`src/rtl/rfpb_pkg.sv`:
```
`timescale 1ns/1ps
package rfpb_pkg;

    localparam int WORD_W     = 32;
    localparam int NUM_PASSES = 5;
    localparam int IDX_ARG_W  = 16;

    typedef enum logic [2:0] {
        PASS_ZERO   = 3'd0,
        PASS_ONES   = 3'd1,
        PASS_ALT_HI = 3'd2,
        PASS_ALT_LO = 3'd3,
        PASS_INDEX  = 3'd4
    } pass_e;

    typedef enum logic [2:0] {
        ST_IDLE,
        ST_WRITE,
        ST_READ,
        ST_DRAIN,
        ST_FINISH
    } seq_state_e;

    // Data word that a given pass stores at a given entry.
    function automatic logic [WORD_W-1:0] pattern_of(pass_e p, logic [IDX_ARG_W-1:0] idx);
        logic [WORD_W-1:0] w;
        case (p)
            PASS_ZERO:   w = '0;
            PASS_ONES:   w = '1;
            PASS_ALT_HI: w = {(WORD_W/2){2'b10}};
            PASS_ALT_LO: w = {(WORD_W/2){2'b01}};
            default:     w = WORD_W'(idx);
        endcase
        return w;
    endfunction

    function automatic logic is_final_pass(pass_e p);
        return p == PASS_INDEX;
    endfunction

endpackage

```
`src/rtl/rfpb_sequencer.sv`:
```
`timescale 1ns/1ps
module rfpb_sequencer
    import rfpb_pkg::*;
#(
    parameter int AW     = 5,
    parameter int WORDS  = 1,
    parameter int NWORDS = 32
) (
    input  logic              clk,
    input  logic              rst,
    input  logic              start_i,
    input  logic              repeat_i,
    output logic              busy_o,
    output logic              done_o,
    output logic              clear_o,
    output pass_e             pass_o,
    output logic              mem_we_o,
    output logic              mem_re_o,
    output logic [AW-1:0]     mem_addr_o,
    output logic [WORD_W-1:0] mem_wdata_o
);

    localparam int            HALF_W    = (WORDS == 2) ? 1 : 0;
    localparam logic [AW-1:0] LAST_ADDR = AW'(NWORDS - 1);

    seq_state_e         state_q;
    pass_e              pass_q;
    logic [AW-1:0]      addr_q;
    logic [IDX_ARG_W-1:0] entry_idx;

    always_ff @(posedge clk) begin
        if (rst) begin
            state_q <= ST_IDLE;
            pass_q  <= PASS_ZERO;
            addr_q  <= '0;
        end else begin
            case (state_q)
                ST_IDLE: begin
                    if (start_i) begin
                        state_q <= ST_WRITE;
                        pass_q  <= PASS_ZERO;
                        addr_q  <= '0;
                    end
                end
                ST_WRITE: begin
                    if (addr_q == LAST_ADDR) begin
                        addr_q  <= '0;
                        state_q <= ST_READ;
                    end else begin
                        addr_q <= addr_q + AW'(1);
                    end
                end
                ST_READ: begin
                    if (addr_q == LAST_ADDR) begin
                        addr_q  <= '0;
                        state_q <= ST_DRAIN;
                    end else begin
                        addr_q <= addr_q + AW'(1);
                    end
                end
                ST_DRAIN: begin
                    if (is_final_pass(pass_q)) begin
                        state_q <= ST_FINISH;
                    end else begin
                        pass_q  <= pass_e'(pass_q + 3'd1);
                        state_q <= ST_WRITE;
                    end
                end
                ST_FINISH: begin
                    if (repeat_i) begin
                        state_q <= ST_WRITE;
                        pass_q  <= PASS_ZERO;
                    end else begin
                        state_q <= ST_IDLE;
                    end
                end
                default: state_q <= ST_IDLE;
            endcase
        end
    end

    assign entry_idx   = IDX_ARG_W'(addr_q >> HALF_W);
    assign busy_o      = (state_q != ST_IDLE);
    assign done_o      = (state_q == ST_FINISH);
    assign clear_o     = (state_q == ST_IDLE) && start_i;
    assign pass_o      = pass_q;
    assign mem_we_o    = (state_q == ST_WRITE);
    assign mem_re_o    = (state_q == ST_READ);
    assign mem_addr_o  = addr_q;
    assign mem_wdata_o = pattern_of(pass_q, entry_idx);

    AST_DONE_SINGLE_CYCLE: assert property (@(posedge clk) disable iff (rst)
        done_o |=> !done_o);
    AST_START_WHILE_BUSY: assert property (@(posedge clk) disable iff (rst)
        (busy_o && start_i && !done_o) |=> busy_o);
    AST_NO_RW_OVERLAP: assert property (@(posedge clk) disable iff (rst)
        !(mem_we_o && mem_re_o));
    AST_WRITE_ASCEND: assert property (@(posedge clk) disable iff (rst)
        (mem_we_o && $past(mem_we_o)) |-> mem_addr_o == AW'($past(mem_addr_o) + AW'(1)));
    AST_READ_ASCEND: assert property (@(posedge clk) disable iff (rst)
        (mem_re_o && $past(mem_re_o)) |-> mem_addr_o == AW'($past(mem_addr_o) + AW'(1)));
    AST_READS_AFTER_WRITES: assert property (@(posedge clk) disable iff (rst)
        $rose(mem_re_o) |-> ($past(mem_we_o) && $past(mem_addr_o) == LAST_ADDR));
    AST_REPEAT_KEEPS_BUSY: assert property (@(posedge clk) disable iff (rst)
        (done_o && repeat_i) |=> (busy_o && mem_we_o && pass_o == PASS_ZERO));

endmodule

```
`src/rtl/rfpb_checker.sv`:
```
`timescale 1ns/1ps
module rfpb_checker
    import rfpb_pkg::*;
#(
    parameter int AW    = 5,
    parameter int WORDS = 1,
    parameter int IDX_W = 5,
    parameter int ERR_W = 16
) (
    input  logic              clk,
    input  logic              rst,
    input  logic              clear_i,
    input  logic              rd_issue_i,
    input  logic [AW-1:0]     rd_addr_i,
    input  pass_e             pass_i,
    input  logic [WORD_W-1:0] rd_data_i,
    output logic [ERR_W-1:0]  err_cnt_o,
    output logic              fail_valid_o,
    output logic [IDX_W-1:0]  fail_idx_o,
    output logic              fail_half_o,
    output pass_e             fail_pass_o
);

    localparam int               HALF_W  = (WORDS == 2) ? 1 : 0;
    localparam logic [ERR_W-1:0] CNT_MAX = '1;

    logic              pend_q;
    logic [AW-1:0]     pend_addr_q;
    pass_e             pend_pass_q;
    logic [IDX_W-1:0]  pend_idx;
    logic              pend_half;
    logic [WORD_W-1:0] expect_word;
    logic              mismatch;

    logic [ERR_W-1:0]  cnt_q;
    logic              fv_q;
    logic [IDX_W-1:0]  fidx_q;
    logic              fhalf_q;
    pass_e             fpass_q;

    // Track the read in flight: its data arrives one cycle later.
    always_ff @(posedge clk) begin
        if (rst) begin
            pend_q      <= 1'b0;
            pend_addr_q <= '0;
            pend_pass_q <= PASS_ZERO;
        end else begin
            pend_q      <= rd_issue_i;
            pend_addr_q <= rd_addr_i;
            pend_pass_q <= pass_i;
        end
    end

    assign pend_idx = IDX_W'(pend_addr_q >> HALF_W);

    generate
        if (WORDS == 2) begin : g_two_words
            assign pend_half = pend_addr_q[0];
        end else begin : g_one_word
            assign pend_half = 1'b0;
        end
    endgenerate

    assign expect_word = pattern_of(pend_pass_q, IDX_ARG_W'(pend_idx));
    assign mismatch    = pend_q && (rd_data_i != expect_word);

    always_ff @(posedge clk) begin
        if (rst || clear_i) begin
            cnt_q   <= '0;
            fv_q    <= 1'b0;
            fidx_q  <= '0;
            fhalf_q <= 1'b0;
            fpass_q <= PASS_ZERO;
        end else if (mismatch) begin
            if (cnt_q != CNT_MAX) begin
                cnt_q <= cnt_q + ERR_W'(1);
            end
            if (!fv_q) begin
                fv_q    <= 1'b1;
                fidx_q  <= pend_idx;
                fhalf_q <= pend_half;
                fpass_q <= pend_pass_q;
            end
        end
    end

    assign err_cnt_o    = cnt_q;
    assign fail_valid_o = fv_q;
    assign fail_idx_o   = fidx_q;
    assign fail_half_o  = fhalf_q;
    assign fail_pass_o  = fpass_q;

    AST_COUNT_NEVER_DROPS: assert property (@(posedge clk) disable iff (rst)
        !clear_i |=> cnt_q >= $past(cnt_q));
    AST_COUNT_HOLDS_AT_MAX: assert property (@(posedge clk) disable iff (rst)
        (cnt_q == CNT_MAX && !clear_i) |=> cnt_q == CNT_MAX);
    AST_CLEAR_ON_START: assert property (@(posedge clk) disable iff (rst)
        clear_i |=> (cnt_q == '0 && !fv_q));
    AST_FIRST_FAIL_STICKY: assert property (@(posedge clk) disable iff (rst)
        (fv_q && !clear_i) |=> (fv_q && $stable(fidx_q) && $stable(fhalf_q) && $stable(fpass_q)));
    AST_MISMATCH_SEEN: assert property (@(posedge clk) disable iff (rst)
        (mismatch && !clear_i) |=> fv_q);

endmodule

```
`src/rtl/rf_pattern_bist.sv`:
```
`timescale 1ns/1ps
module rf_pattern_bist
    import rfpb_pkg::*;
#(
    parameter int ENTRIES = 32,
    parameter int WORDS   = 1,
    parameter int ERR_W   = 16,
    localparam int NWORDS = ENTRIES * WORDS,
    localparam int AW     = $clog2(NWORDS),
    localparam int IDX_W  = $clog2(ENTRIES)
) (
    input  logic              clk,
    input  logic              rst,
    input  logic              start_i,
    input  logic              repeat_i,
    output logic              busy_o,
    output logic              done_o,
    output logic [ERR_W-1:0]  err_count_o,
    output logic              fail_valid_o,
    output logic [IDX_W-1:0]  fail_index_o,
    output logic              fail_word_o,
    output logic [2:0]        fail_pass_o,
    output logic              mem_we_o,
    output logic [AW-1:0]     mem_waddr_o,
    output logic [WORD_W-1:0] mem_wdata_o,
    output logic              mem_re_o,
    output logic [AW-1:0]     mem_raddr_o,
    input  logic [WORD_W-1:0] mem_rdata_i
);

    logic          seq_clear;
    pass_e         seq_pass;
    logic [AW-1:0] seq_addr;
    logic          seq_re;
    pass_e         chk_fail_pass;

    rfpb_sequencer #(
        .AW     (AW),
        .WORDS  (WORDS),
        .NWORDS (NWORDS)
    ) u_seq (
        .clk         (clk),
        .rst         (rst),
        .start_i     (start_i),
        .repeat_i    (repeat_i),
        .busy_o      (busy_o),
        .done_o      (done_o),
        .clear_o     (seq_clear),
        .pass_o      (seq_pass),
        .mem_we_o    (mem_we_o),
        .mem_re_o    (seq_re),
        .mem_addr_o  (seq_addr),
        .mem_wdata_o (mem_wdata_o)
    );

    rfpb_checker #(
        .AW    (AW),
        .WORDS (WORDS),
        .IDX_W (IDX_W),
        .ERR_W (ERR_W)
    ) u_chk (
        .clk          (clk),
        .rst          (rst),
        .clear_i      (seq_clear),
        .rd_issue_i   (seq_re),
        .rd_addr_i    (seq_addr),
        .pass_i       (seq_pass),
        .rd_data_i    (mem_rdata_i),
        .err_cnt_o    (err_count_o),
        .fail_valid_o (fail_valid_o),
        .fail_idx_o   (fail_index_o),
        .fail_half_o  (fail_word_o),
        .fail_pass_o  (chk_fail_pass)
    );

    assign mem_waddr_o = seq_addr;
    assign mem_raddr_o = seq_addr;
    assign mem_re_o    = seq_re;
    assign fail_pass_o = chk_fail_pass;

    AST_IDLE_QUIET: assert property (@(posedge clk) disable iff (rst)
        !busy_o |-> (!mem_we_o && !mem_re_o && !done_o));

endmodule

```
`config.mk`:
```
export PLATFORM = sky130hd
export DESIGN_NAME = rf_pattern_bist
export DESIGN_NICKNAME = d
export VERILOG_FILES = /design/src/rtl/rfpb_pkg.sv /design/src/rtl/rfpb_sequencer.sv /design/src/rtl/rfpb_checker.sv /design/src/rtl/rf_pattern_bist.sv
export SDC_FILE = /design/constraint.sdc
export NUM_CORES = 1
export LEC_CHECK = 0
export ABC_AREA = 1
export BUFFER_PORTS_ARGS = -buffer_cell sky130_fd_sc_hd__buf_2
export CORE_MARGIN = 2
export CORE_UTILIZATION = 51
export DETAILED_ROUTE_END_ITERATION = 10
export PLACE_DENSITY = 0.89
export SLEW_MARGIN = 0
export SYNTH_ARGS = -nofsm -noshare
export SYNTH_HDL_FRONTEND = slang
export SYNTH_SLANG_ARGS = --single-unit
```
`constraint.sdc`:
```
create_clock -name clk -period 2 [get_ports clk]
set_input_delay 0.1 -clock clk [delete_from_list [all_inputs] [get_ports clk]]
set_output_delay 0.1 -clock clk [all_outputs]
set_load 0.03 [all_outputs]
```
==> results.py, run 1 <==
metrics = {
    "outcome": {
        "status": "completed",
    },
    "setup_path": {
        "r2r-start": "u_chk.pend_pass_q[2]",
        "critPathMaxStageDelay_ns": 0.38,
        "crit_cells": 6,
        "critPathRequiredTime_ns": 1.90,
        "crit_chain": "inv_1, ha_1, o21ai_0, nand2_1, o21ai_0, buf_4",
        "end_kind": "output port",
        "critical_path_class": "flip-flop to output port",
        "ff2ff_path_depth": 15,
        "cp_max_fo": 5,
        "crit_buf_inv": 2,
        "critPathLaunch": "u_seq.pass_o[0]",
        "critical_path_arrival_ns": 1.82,
        "cp_top_family": "compound AO/OA/AOI/OAI gates",
        "slowest_stage": "dfxtp_1",
        "cpMostUsedCell": "o21ai_0",
        "start_kind": "flip-flop",
    },
    "timing": {
        "period_needed_ns": 1.92,
        "finalSetupViolations": 0,
        "finClkSkew_ns": 0.0127,
        "hold_violations": 0,
        "fmax_mhz": 521,
        "rsz0062_at_grt": "yes",
        "fin_crit_sh_pct": 95.9,
        "slew_viol_final": 0,
    },
    "logic_synthesis": {
        "synth.most_common_cell": "nand2_1",
        "ys.flop_type": "dfxtp_1",
        "synth_fp_nets": 558,
        "synth_seq_cells": 45,
        "ys_top_cells_by_area": "dfxtp_1 29%, nand2_1 16%, inv_1 12%, nor2_1 9.4%, buf_4 7.5%",
        "ys_seq_area_share_pct": 29.0,
        "synth_top_area_share_pct": 29.0,
        "synth_edf_count": 0,
        "async_flop_share_pct": 0,
        "synth.cells.most_frequent": "130 x nand2_1, 99 x inv_1, 78 x nor2_1",
        "yosys.area.top_type": "dfxtp_1",
        "synth_cells": 514,
        "ys_types": 30,
        "ys_warn_count": 0,
        "syn_avg_cell_area_sq_um": 6.03,
        "syn-cell-area_sq_mm": 0.00310,
    },
    "clocking": {
        "cts_sinks": 45,
        "clk_pin_slew_worst_paths_ns": 0.10,
        "cts_buffers": 5,
        "cts.path.max_buffers": 2,
        "cts_tree": "built",
        "htree_num_levels": 2,
        "clk-insertion-delay-late_ns": 0.31,
        "cts-root-buf": "clkbuf_8",
        "holdBufCountCts": 0,
    },
    "power_and_ir_drop": {
        "p_sw_share_pct": 52.8,
        "p_clk_share_pct": 15.7,
        "pwr-share-seq_pct": 27.2,
        "static-leakage-power_nw": 2.00,
        "irDropWorstVdd_uv": 1090,
        "switchingPower_mw": 2.08,
        "pwr_density_cell_mw_per_mm2": 1070,
        "pwr-share-comb_pct": 57.1,
        "p_int_mw": 1.86,
    },
    "grt": {
        "grt_use_total_pct": 21.2,
        "grt_first_pass_wirelength_mm": 11.4,
        "grt_overflow_total": 0,
        "grt_max_degree": 27,
        "antenna_found_initial": 0,
        "grt_pass1_vias": 2873,
    },
    "route": {
        "antenna_left": 0,
        "wirelength_mm": 7.07,
        "drtIter0Drc": 287,
        "viasPerCell": 4.96,
        "vias": 3338,
        "wl_per_cell_um": 10.5,
        "drtPass1Iterations": 5,
        "drc": 0,
    },
    "placement": {
        "gp_congestion": 0.854,
        "hpwl_mm": 5.36,
        "portBuffers": 106,
        "placedCellCount": 660,
    },
    "die": {
        "die-area_sq_mm": 0.00672,
        "initial_utilization_pct": 52.7,
        "io_pins": 108,
        "coreArea_sq_mm": 0.00589,
        "die_y_um": 82.0,
        "die_w_um": 82.0,
        "num_rows": 28,
    },
    "hold_path": {
        "min_from": "rst",
        "min_path_type": "input port to flip-flop",
        "whs_path_depth": 2,
    },
    "job": {
        "cap_viol_max_count": 0,
    },
    "finish": {
        "layoutNonFillerInstCount": 673,
        "num-fill-cells": 528,
        "layout-drive-gt1-share_pct": 23.4,
        "area_growth_pct": 18.4,
        "utilization_pct": 62.4,
        "final_nets": 641,
        "diodes": 0,
    },
}
## routing by layer
layer,global-route usage [%],part of all wire (%),vias up
li1,-,-,1715
met3,2.97,6.7,20
met1,24.4,43,1467
met5,0,0,-
met4,8.00,1.8,0
met2,39.3,49,136
## cell type report
| type | instances | area, sq um | share of cell area [%] |
|---|---|---|---|
| multi-input combinational | 322 | 1540 | 42.0 |
| sequential | 45 | 902 | 24.6 |
| timing repair buffer | 119 | 646 | 17.6 |
| inverter | 104 | 390 | 10.6 |
| tap | 75 | 93.8 | 2.55 |
| clock buffer | 5 | 68.8 | 1.87 |
| clock inverter | 3 | 28.8 | 0.783 |
## cell usage in the layout, fill, tap and decap left out, drive strengths merged
master,n
a211oi,1
a21oi,8
a221oi,1
a32o,2
buf,118
clkbuf,6
clkinv,2
conb,1
dfxtp,45
ha,8
inv,105
nand2,131
nand3,34
nand3b,1
nand4,30
nor2,79
nor3,7
o211ai,1
o21ai,13
o31ai,2
xnor2,1
xor2,2
## power by group through the flow
stage                     clock, mW  sequential (mW)  combinational [mW]
after floorplan                   0             1.15                1.89
after global placement            0             1.09                2.16
after detailed placement          0             1.09                2.20
after CTS                     0.634             1.07                2.21
after global routing          0.660             1.09                2.45
final                         0.618             1.07                2.24
## flip-flops by register name, summed over array words and instances, names as in the netlist
signal	flops
u_chk.err_cnt_o	16
u_chk.fail_idx_o	5
u_chk.pend_addr_q	5
u_seq.mem_addr_o	5
u_chk.fail_pass_o	3
u_chk.pend_pass_q	3
u_seq.pass_o	3
u_seq.state_q	3
u_chk.fail_valid_o	1
u_chk.pend_q	1
## through the flow
step / instance area, sq um / setup TNS (ns) / setup slack, ns / hold slack, ns / total power [mW]
after detailed placement: 3510 / 0 / 0.112 / 0.446 / 3.29
final: 3670 / 0 / 0.0823 / 0.129 / 3.93
after floorplan: 3110 / 0 / 0.183 / 0.183 / 3.04
after CTS: 3610 / 0 / 0.0303 / 0.116 / 3.92
after global routing: 3670 / -0.107 / -0.0294 / 0.134 / 4.20
after global placement: 3510 / 0 / 0.181 / 0.440 / 3.24
## logic make-up after synthesis
group,count (synthesis),synth area share (%)
AO/OA/AOI/OAI,28,5.28
XOR/XNOR,3,0.847
AND/OR/NAND/NOR,282,39.1
other,1,0.121
buffers and inverters,147,22.3
adder cells (fa/ha/maj),8,3.23
flip-flops,45,29.0
## final timing paths
kind	to	slack, ns
worst max-delay path	mem_wdata_o[3]	0.08
worst min-delay path	u_chk.pend_addr_q[0]	0.13
worst max register to register	u_chk.err_cnt_o[4]	0.16
worst min register to register	u_seq.state_q[2]	0.49
## what timing repair did
| action | in CTS | in global routing |
|---|---|---|
| pin swaps | 0 | 1 |
| buffers inserted | 0 | 5 |
| endpoints found under the hold margin | 0 | 0 |
| gates resized for setup | 1 | 8 |
| setup endpoints to repair | 5 | 43 |
Note: power is estimated with default switching activity, not from simulation.
==> run 2: changes to the inputs <==
--- a/config.mk
+++ b/config.mk
@@ -6,7 +6,7 @@
 export NUM_CORES = 1
 export LEC_CHECK = 0
 export ABC_AREA = 1
-export BUFFER_PORTS_ARGS = -buffer_cell sky130_fd_sc_hd__buf_2
+export BUFFER_PORTS_ARGS = -buffer_cell sky130_fd_sc_hd__buf_4
 export CORE_MARGIN = 2
 export CORE_UTILIZATION = 51
 export DETAILED_ROUTE_END_ITERATION = 10
==> results.py, run 2 (synthesized netlist as in run 1, its figures left out) <==
metrics = {
    "setup_path": {
        "start_kind": "flip-flop",
        "cpMostUsedCell": "ha_1",
        "critPathMaxStageDelay_ns": 0.34,
        "slowest_stage": "dfxtp_1",
        "crit_buf_inv": 1,
        "crit_chain": "ha_1, ha_1, a21oi_2, nand2_1, o21ai_0, buf_4",
        "critical_path_arrival_ns": 1.78,
        "cp_top_family": "adder cells",
        "critPathRequiredTime_ns": 1.90,
        "end_kind": "output port",
        "critical_path_class": "flip-flop to output port",
        "cp_max_fo": 5,
    },
    "finish": {
        "largest_reg_flops": 16,
        "layout_common_cells": "130 x nand2_1, 120 x buf_4, 98 x inv_1, 75 x nor2_1, 44 x dfxtp_1",
        "layout-drive-gt1-share_pct": 24.0,
        "area_growth_pct": 27.0,
        "layoutNonFillerInstCount": 674,
        "num-fill-cells": 525,
        "final_common_cell": "nand2_1",
        "diodes": 0,
        "final_nets": 643,
    },
    "timing": {
        "fin_crit_sh_pct": 93.9,
        "hold_violations": 0,
        "finClkSkew_ns": 0.0123,
        "period_needed_ns": 1.88,
        "fin_tns_setup_ns": 0,
        "fmax_mhz": 533,
        "slew_viol_final": 0,
        "finalSetupViolations": 0,
    },
    "clocking": {
        "holdBufCountCts": 0,
        "clk_pin_slew_worst_paths_ns": 0.08,
        "clk-insertion-delay-late_ns": 0.31,
        "cts-root-buf": "clkbuf_8",
        "cts.path.max_buffers": 2,
        "cts_tree": "built",
        "cts_sinks": 45,
        "htree_num_levels": 2,
        "cts_buffers": 5,
    },
    "power_and_ir_drop": {
        "pwr-share-seq_pct": 24.9,
        "pwr_density_cell_mw_per_mm2": 1080,
        "pwr-share-comb_pct": 59.0,
        "p_sw_share_pct": 49.0,
        "p_int_mw": 2.17,
        "static-leakage-power_nw": 2.04,
        "p_clk_share_pct": 16.1,
        "irDropWorstVdd_uv": 973,
        "switchingPower_mw": 2.09,
    },
    "hold_path": {
        "min_path_type": "input port to flip-flop",
    },
    "die": {
        "initial_utilization_pct": 52.7,
        "die_w_um": 82.0,
        "num_rows": 28,
        "io_pins": 108,
        "coreArea_sq_mm": 0.00589,
        "die_y_um": 82.0,
        "die-area_sq_mm": 0.00672,
    },
    "grt": {
        "grt_first_pass_wirelength_mm": 12.1,
        "grt_use_total_pct": 22.5,
        "grt_pass1_vias": 3029,
        "grt_max_degree": 39,
        "grt_overflow_total": 0,
        "antenna_found_initial": 0,
    },
    "placement": {
        "portBuffers": 106,
        "hpwl_mm": 5.69,
        "gp_congestion": 0.868,
        "placedCellCount": 666,
    },
    "route": {
        "drtIter0Drc": 195,
        "viasPerCell": 5.04,
        "antenna_left": 0,
        "wl_per_cell_um": 11.3,
        "drtPass1Iterations": 5,
        "drc": 0,
        "wirelength_mm": 7.63,
        "vias": 3397,
    },
    "outcome": {
        "status": "completed",
    },
    "job": {
        "cap_viol_max_count": 0,
    },
}
run 2: power groups by stage:
| stage | combinational [mW] | clock (mW) | sequential, mW |
|---|---|---|---|
| 5_1_grt | 2.70 | 0.722 | 1.07 |
| 4_1_cts | 2.50 | 0.690 | 1.06 |
| 2_1_floorplan | 1.89 | 0 | 1.15 |
| 3_5_place_dp | 2.49 | 0 | 1.08 |
| 3_3_place_gp | 2.43 | 0 | 1.07 |
| 6_report | 2.52 | 0.686 | 1.06 |
run 2: timing repair:
item,4_1_cts,5_1_grt
setup endpoints to repair,0,43
buffers inserted,0,1
resized for setup,0,8
run 2: stage by stage:
stage | worst slack (ns) | hold WS (ns) | util (%) | total power [mW] | instance area (sq um)
final | 0.122 | 0.0818 | 66.9 | 4.26 | 3940
after global routing | -0.0389 | 0.0885 | 66.9 | 4.49 | 3940
after detailed placement | 0.0552 | 0.398 | 64.6 | 3.57 | 3800
after floorplan | 0.183 | 0.183 | - | 3.04 | 3110
after CTS | 0.0205 | 0.0723 | 66.4 | 4.25 | 3910
after global placement | 0.204 | 0.389 | 64.6 | 3.50 | 3800
run 2: routing by layer:
metal	global-route usage [%]	wire, um
met5	0	0
met4	9.50	163
met3	4.51	523
met2	41.4	3870
met1	25.1	3070
run 2: final timing paths:
check	end	startpoint	slack, ns	depth (start not counted)
hold reg to reg	u_seq.state_q[2]	u_seq.pass_o[2]	0.50	2
setup reg to reg	u_chk.err_cnt_o[4]	u_chk.err_cnt_o[1]	0.17	11
hold / removal	u_seq.state_q[2]	rst	0.08	2
setup / recovery	mem_wdata_o[1]	u_seq.pass_o[0]	0.12	6
run 2: cell type report:
type | count | area (sq um) | share of cell area (%)
Clock buffer | 5 | 68.8 | 1.75
Clock inverter | 2 | 35.0 | 0.889
Inverter | 104 | 390 | 9.91
Multi-Input combinational cell | 322 | 1540 | 39.0
Sequential cell | 45 | 902 | 22.9
Tap cell | 75 | 93.8 | 2.38
Timing Repair Buffer | 121 | 912 | 23.2
